[src/rtl/pasd_pkg.sv]
package pasd_pkg;
  // Which part of the window an offset falls into
  typedef enum logic [1:0] {
    RGN_FINE   = 2'd0,
    RGN_HOLE   = 2'd1,
    RGN_COARSE = 2'd2,
    RGN_NONE   = 2'd3
  } region_e;
endpackage

[src/rtl/pasd_rst_sync.sv]
module pasd_rst_sync (
  input  logic clk,
  input  logic rst_n,
  output logic rst_sync_n
);
  logic [1:0] stage_q;

  always_ff @(posedge clk or negedge rst_n) begin
    if (!rst_n) stage_q <= 2'b00;
    else        stage_q <= {stage_q[0], 1'b1};
  end

  assign rst_sync_n = stage_q[1];
endmodule

[src/rtl/pasd_region_classify.sv]
module pasd_region_classify
  import pasd_pkg::*;
#(
  parameter int ADDR_W    = 26,
  parameter int SLOT_LOG2 = 14,
  parameter int NUM_SLOTS = 32,
  parameter int NUM_GLOB  = 2
) (
  input  logic [ADDR_W-1:0]   addr_i,
  output region_e             region_o,
  output logic [NUM_GLOB-1:0] glob_hit_o
);
  localparam int unsigned FINE_TOP    = NUM_SLOTS * (2 ** SLOT_LOG2);
  localparam int unsigned COARSE_BASE = 2 * FINE_TOP;
  localparam int unsigned WINDOW_SZ   = 2 ** ADDR_W;
  localparam int unsigned GLOB_SPAN   = (WINDOW_SZ - COARSE_BASE) / NUM_GLOB;

  logic [31:0] addr_ext;
  assign addr_ext = 32'(addr_i);

  always_comb begin
    if (addr_ext < FINE_TOP)         region_o = RGN_FINE;
    else if (addr_ext < COARSE_BASE) region_o = RGN_HOLE;
    else                             region_o = RGN_COARSE;
  end

  for (genvar g = 0; g < NUM_GLOB; g++) begin : g_glob
    localparam int unsigned LO = COARSE_BASE + g * GLOB_SPAN;
    localparam int unsigned HI = (g == NUM_GLOB - 1) ? WINDOW_SZ : LO + GLOB_SPAN;
    assign glob_hit_o[g] = (addr_ext >= LO) && (addr_ext < HI);
  end

  // at most one coarse range may claim an offset
  always_comb begin
    p_glob_excl_r9: assert ($onehot0(glob_hit_o));
  end
endmodule

[src/rtl/pasd_slot_decode.sv]
module pasd_slot_decode
  import pasd_pkg::*;
#(
  parameter int NUM_SLOTS = 32,
  localparam int IDX_W    = $clog2(NUM_SLOTS)
) (
  input  region_e              region_i,
  input  logic [IDX_W-1:0]     slot_idx_i,
  output logic [NUM_SLOTS-1:0] slot_hit_o
);
  for (genvar s = 0; s < NUM_SLOTS; s++) begin : g_slot
    assign slot_hit_o[s] = (region_i == RGN_FINE) && (slot_idx_i == IDX_W'(s));
  end

  // a fine-region offset picks exactly one slot
  always_comb begin
    if (region_i == RGN_FINE) p_slot_onehot_r3: assert ($onehot(slot_hit_o));
    else                      p_slot_quiet_r3:  assert (slot_hit_o == '0);
  end
endmodule

[src/rtl/pasd_out_regs.sv]
module pasd_out_regs
  import pasd_pkg::*;
#(
  parameter int NUM_SLOTS = 32,
  parameter int NUM_GLOB  = 2
) (
  input  logic                 clk,
  input  logic                 rst_n,
  input  logic                 valid_i,
  input  region_e              region_i,
  input  logic [NUM_SLOTS-1:0] slot_hit_i,
  input  logic [NUM_GLOB-1:0]  glob_hit_i,
  output logic [NUM_SLOTS-1:0] slot_en_q,
  output logic [NUM_GLOB-1:0]  glob_en_q,
  output logic                 slot_any_q,
  output logic                 unmapped_q
);
  logic [NUM_SLOTS-1:0] slot_en_d;
  logic [NUM_GLOB-1:0]  glob_en_d;
  logic                 slot_any_d;
  logic                 unmapped_d;
  logic                 busy_q;
  logic                 upd_en;

  // Next-state
  always_comb begin
    slot_en_d  = '0;
    glob_en_d  = '0;
    unmapped_d = 1'b0;
    if (valid_i) begin
      unique case (region_i)
        RGN_FINE:   slot_en_d  = slot_hit_i;
        RGN_HOLE:   unmapped_d = 1'b1;
        RGN_COARSE: glob_en_d  = glob_hit_i;
        default:    ;
      endcase
    end
    slot_any_d = |slot_en_d;
  end

  assign busy_q = (|slot_en_q) | (|glob_en_q) | unmapped_q;
  assign upd_en = valid_i | busy_q;

  // Registers
  always_ff @(posedge clk or negedge rst_n) begin
    if (!rst_n) begin
      slot_en_q  <= '0;
      glob_en_q  <= '0;
      slot_any_q <= 1'b0;
      unmapped_q <= 1'b0;
    end else if (upd_en) begin
      slot_en_q  <= slot_en_d;
      glob_en_q  <= glob_en_d;
      slot_any_q <= slot_any_d;
      unmapped_q <= unmapped_d;
    end
  end

  // an idle edge clears every strobe
  p_idle_clear_r2: assert property (@(posedge clk) disable iff (!rst_n)
    !valid_i |=> (slot_en_q == '0) && (glob_en_q == '0) && !unmapped_q && !slot_any_q);

  // summary tracks the fine enables
  p_summary_hi_r5: assert property (@(posedge clk) disable iff (!rst_n)
    slot_any_q |-> $onehot(slot_en_q));
  p_summary_lo_r5: assert property (@(posedge clk) disable iff (!rst_n)
    !slot_any_q |-> (slot_en_q == '0));

  // a hole access flags unmapped and nothing else
  p_hole_flag_r6: assert property (@(posedge clk) disable iff (!rst_n)
    (valid_i && region_i == RGN_HOLE) |=> unmapped_q && (slot_en_q == '0) && (glob_en_q == '0));

  // one destination at most
  p_one_dest_r9: assert property (@(posedge clk) disable iff (!rst_n)
    $onehot0({slot_en_q, glob_en_q, unmapped_q}));

  // outputs follow the previous edge's fine decode
  p_latency_r10: assert property (@(posedge clk) disable iff (!rst_n)
    (valid_i && region_i == RGN_FINE) |=> (slot_en_q == $past(slot_hit_i)));
endmodule

[src/rtl/periph_slot_decoder.sv]
module periph_slot_decoder
  import pasd_pkg::*;
#(
  parameter int ADDR_W    = 26,
  parameter int SLOT_LOG2 = 14,
  parameter int NUM_SLOTS = 32,
  parameter int NUM_GLOB  = 2
) (
  input  logic                 clk,
  input  logic                 rst_n,
  input  logic                 acc_valid_i,
  input  logic [ADDR_W-1:0]    acc_addr_i,
  output logic [NUM_SLOTS-1:0] slot_en_o,
  output logic [NUM_GLOB-1:0]  glob_en_o,
  output logic                 slot_any_o,
  output logic                 unmapped_o
);
  localparam int IDX_W = $clog2(NUM_SLOTS);

  logic                 rst_sync_n;
  region_e              region;
  logic [NUM_GLOB-1:0]  glob_hit;
  logic [NUM_SLOTS-1:0] slot_hit;

  pasd_rst_sync u_rst (
    .clk        (clk),
    .rst_n      (rst_n),
    .rst_sync_n (rst_sync_n)
  );

  pasd_region_classify #(
    .ADDR_W(ADDR_W), .SLOT_LOG2(SLOT_LOG2), .NUM_SLOTS(NUM_SLOTS), .NUM_GLOB(NUM_GLOB)
  ) u_cls (
    .addr_i     (acc_addr_i),
    .region_o   (region),
    .glob_hit_o (glob_hit)
  );

  pasd_slot_decode #(.NUM_SLOTS(NUM_SLOTS)) u_slot (
    .region_i   (region),
    .slot_idx_i (acc_addr_i[SLOT_LOG2 +: IDX_W]),
    .slot_hit_o (slot_hit)
  );

  pasd_out_regs #(.NUM_SLOTS(NUM_SLOTS), .NUM_GLOB(NUM_GLOB)) u_regs (
    .clk        (clk),
    .rst_n      (rst_sync_n),
    .valid_i    (acc_valid_i),
    .region_i   (region),
    .slot_hit_i (slot_hit),
    .glob_hit_i (glob_hit),
    .slot_en_q  (slot_en_o),
    .glob_en_q  (glob_en_o),
    .slot_any_q (slot_any_o),
    .unmapped_q (unmapped_o)
  );
endmodule

[config.mk]
export PLATFORM = sky130hd
export DESIGN_NAME = periph_slot_decoder
export DESIGN_NICKNAME = d
export VERILOG_FILES = /design/src/rtl/pasd_pkg.sv /design/src/rtl/pasd_rst_sync.sv /design/src/rtl/pasd_region_classify.sv /design/src/rtl/pasd_slot_decode.sv /design/src/rtl/pasd_out_regs.sv /design/src/rtl/periph_slot_decoder.sv
export SDC_FILE = /design/constraint.sdc
export NUM_CORES = 1
export LEC_CHECK = 0
export ABC_CLOCK_PERIOD_IN_PS = 1200
export CAP_MARGIN = 20
export CORE_AREA = 2 2 63 65
export DETAILED_ROUTE_END_ITERATION = 12
export DIE_AREA = 0 0 65 67
export HOLD_SLACK_MARGIN = 0.06
export PLACE_DENSITY = 0.76
export SETUP_SLACK_MARGIN = 0.4
export SYNTH_ARGS = -nofsm -noshare
export SYNTH_HDL_FRONTEND = slang
export SYNTH_SLANG_ARGS = --single-unit
[constraint.sdc]
create_clock -name clk -period 1.2 [get_ports clk]
set_input_delay 0.24 -clock clk [delete_from_list [all_inputs] [get_ports clk]]
set_output_delay 0.24 -clock clk [all_outputs]
set_load 0.05 [all_outputs]
==> flow_summary.yaml <==
placement:
  placed_cell_area_um2: 2660
  gp_congestion: 0.816
  hpwl_um: 3180
  portBuffers: 50
  pre_cts_ws_ns: -0.552
  dp_cells: 238
timing:
  finalCritPeriodShare_pct: 132
  hold_viol: 0
  setup_violations: 24
  slew_headroom_pct: 63.8
  slew_violations: 0
  fin_crit_ns: 1.59
  rsz0062_at_grt: "true"
  worst-slew-pin-transition_ns: 0.542
  setup_tns_ns: -1.33
  fin_skew_ns: 0.0114
  clock.fmax_mhz: 629
  worst_slack_ns: -0.390
finish:
  final_nets: 238
  post-route-util_pct: 95.5
  diodes: 0
  drive_gt1_share_pct: 86.2
  fillCellCount: 76
  final_cell_area_um2: 3440
  final-instance-count-excl-fill: 258
  area_delta_synth_final_pct: 142
synth:
  synthAdderAreaFrac_pct: 0
  synth_common_cells: "dfrtp_1, nor3_1, nor4_1"
  syn_inst: 115
  yosysWarnings: 0
  synth_edf_count: 0
  synth.distinct_cells: 26
  ys.flop_type: "dfrtp_1"
  synth_mux_area_share_pct: 0
  yosys-top-cells-area: "dfrtp_1, nor3_1, nor4_1"
  synth_top_area_share_pct: 66.7
  synth.most_common_cell: "dfrtp_1"
  syn_avg_cell_area_um2: 12.4
  post_synth_xor_area_fraction_pct: 0
  yosysSeqAreaShare_pct: 66.7
  synthSimpleGateAreaFrac_pct: 27.5
  synth_nets: 144
  async_flop_share_pct: 100
  syn-cell-area_um2: 1430
  synth_top_family_by_area: "simple AND/OR/NAND/NOR gates"
  synth_compound_area_share_pct: 1.84
  yosysTopAreaCell: "dfrtp_1"
  synth_seq_cells: 38
min_path:
  hold_path_class: "input port to asynchronous set/reset pin"
setup_path:
  setup.worst_path.end_class: "flop"
  worstSetupPathType: "flop to flop"
  start_kind: "flop"
  ff2ff_path_depth: 3
  critPathRequiredTime_ns: 1.41
  crit_path_max_fanout: 2
  arrival_ns: 1.80
detailed_routing:
  drcViolationCount: 0
  ant_nets: 0
  drt-pass1-iter-count: 4
  post_drt_wl_per_cell_um: 27.1
  drt_iter0_drc: 95
  viasPerCell: 5.79
  vias: 1493
  routed_wl_um: 6990
power:
  p_leak_nw: 1.65
  cellPowerDensity_nw_per_um2: 864
  peakVddDrop_mv: 0.843
clock_network:
  clock_latency_ns: 0.31
  numClockSinks: 38
  ctsHoldBuffers: 0
  path_clk_slew_ns: 0.09
  clockBufferDepth: 2
  cts_tree: "done"
  cts_buffers: 5
  root_buffer: "clkbuf_8"
  h-tree-depth: 2
grt:
  antenna_found_initial: 0
  grt_pass1_vias: 1569
  grt_max_degree: 23
  grtUsageTotal_pct: 27.6
  grt_first_pass_wirelength_um: 8510
  grt_overflow: 0
die:
  die_area_um2: 4360
  core-area_um2: 3610
  die_y_um: 67
  io_pins: 65
  die_w_um: 65
  rows: 22
  initial_core_util_pct: 39.5
flow_run:
  maxCapViolCount: 0
status:
  violations: "negative setup slack"
  status: "finished, violations left"
flip-flops by register name (all words and copies together) (netlist names):
| signal | flops |
|---|---|
| u_rst.stage_q | 2 |
| u_regs.unmapped_q | 1 |
| u_regs.slot_any_q | 1 |
| u_regs.slot_en_q | 32 |
| u_regs.glob_en_q | 2 |
worst paths after layout:
path	from	to	slack (ns)
setup / recovery	u_regs.slot_en_q[28]$_DFFE_PN0P_	u_regs.slot_any_q$_DFFE_PN0P_	-0.39
min in group clk	acc_addr_i[15]	u_regs.slot_en_q[16]$_DFFE_PN0P_	0.37
max in group asynchronous	u_rst.stage_q[1]$_DFF_PN0_	u_regs.slot_en_q[5]$_DFFE_PN0P_	0.54
setup reg to reg	u_regs.slot_en_q[28]$_DFFE_PN0P_	u_regs.slot_any_q$_DFFE_PN0P_	-0.39
hold reg to reg	u_rst.stage_q[1]$_DFF_PN0_	u_regs.slot_en_q[21]$_DFFE_PN0P_	0.18
hold / removal	rst_n	u_rst.stage_q[1]$_DFF_PN0_	0.1
area by class of cell:
type | count | area [µm²] | share of cell area (%)
inverters | 2 | 7.51 | 0.218
flip-flops and latches | 38 | 996 | 28.9
clock buffers | 5 | 68.8 | 2.00
well taps | 48 | 60.1 | 1.74
multi-input cells | 69 | 871 | 25.3
repair buffers | 93 | 1370 | 39.8
clock inverters | 3 | 68.8 | 2.00
per-stage QoR:
stage          power [W]  hold WS, ns
4_1_cts          0.00287        0.103
5_1_grt          0.00305       0.0941
6_report         0.00298       0.0995
3_3_place_gp     0.00153        0.175
2_1_floorplan    0.00141      -0.0556
3_5_place_dp     0.00154        0.181
cell usage in the layout (no fill, tap or decap), types with 3 or more instances in the layout:
| master | synthesis | layout |
|---|---|---|
| buf_6 | 3 | 28 |
| nand2_1 | 4 | 3 |
| dfrtp_2 | 0 | 36 |
| dlygate4sd2_1 | 0 | 5 |
| nand3b_1 | 3 | 3 |
| nor4_2 | 0 | 3 |
| nor3_4 | 0 | 29 |
| nor4_4 | 1 | 3 |
| buf_12 | 0 | 38 |
| buf_4 | 0 | 11 |
| clkbuf_8 | 0 | 5 |
| buf_16 | 0 | 3 |
| nor3_2 | 0 | 3 |
cell families after synthesis:
family                 Yosys count
buffers and inverters            8
flip-flops                      38
other                            1
AO/OA/AOI/OAI                    4
AND/OR/NAND/NOR                 64
power by group:
group | switching (W) | total (W) | internal [W]
Sequential | 0.0000171 | 0.00130 | 0.00129
Combinational | 0.000197 | 0.000320 | 0.000124
Clock | 0.000518 | 0.00135 | 0.000833
Total | 0.000732 | 0.00298 | 0.00224
worst max-delay path, stage by stage, from the launching register on:
cell and delay [ns]:
dfrtp_2 0.43, nor4_1 0.50, nand4_1 0.31, o31ai_2 0.25
layer usage:
metal / GRT usage (%) / up-vias / part of all wire, %
li1: - / 610 / -
met1: 31.9 / 761 / 35
met2: 50.6 / 96 / 53
met3: 5.07 / 26 / 7.1
met4: 10.1 / 0 / 4.6
met5: 0 / - / 0
timing repair:
action / 4_1_cts / 5_1_grt
cloned: 4 / 0
endpoints found under the hold margin: 0 / 0
endpoints found under the setup margin: 72 / 72
pin swaps: 22 / 12
buffers inserted: 5 / 3
gates resized for setup: 95 / 45
Note: power is estimated with default switching activity, not from simulation.
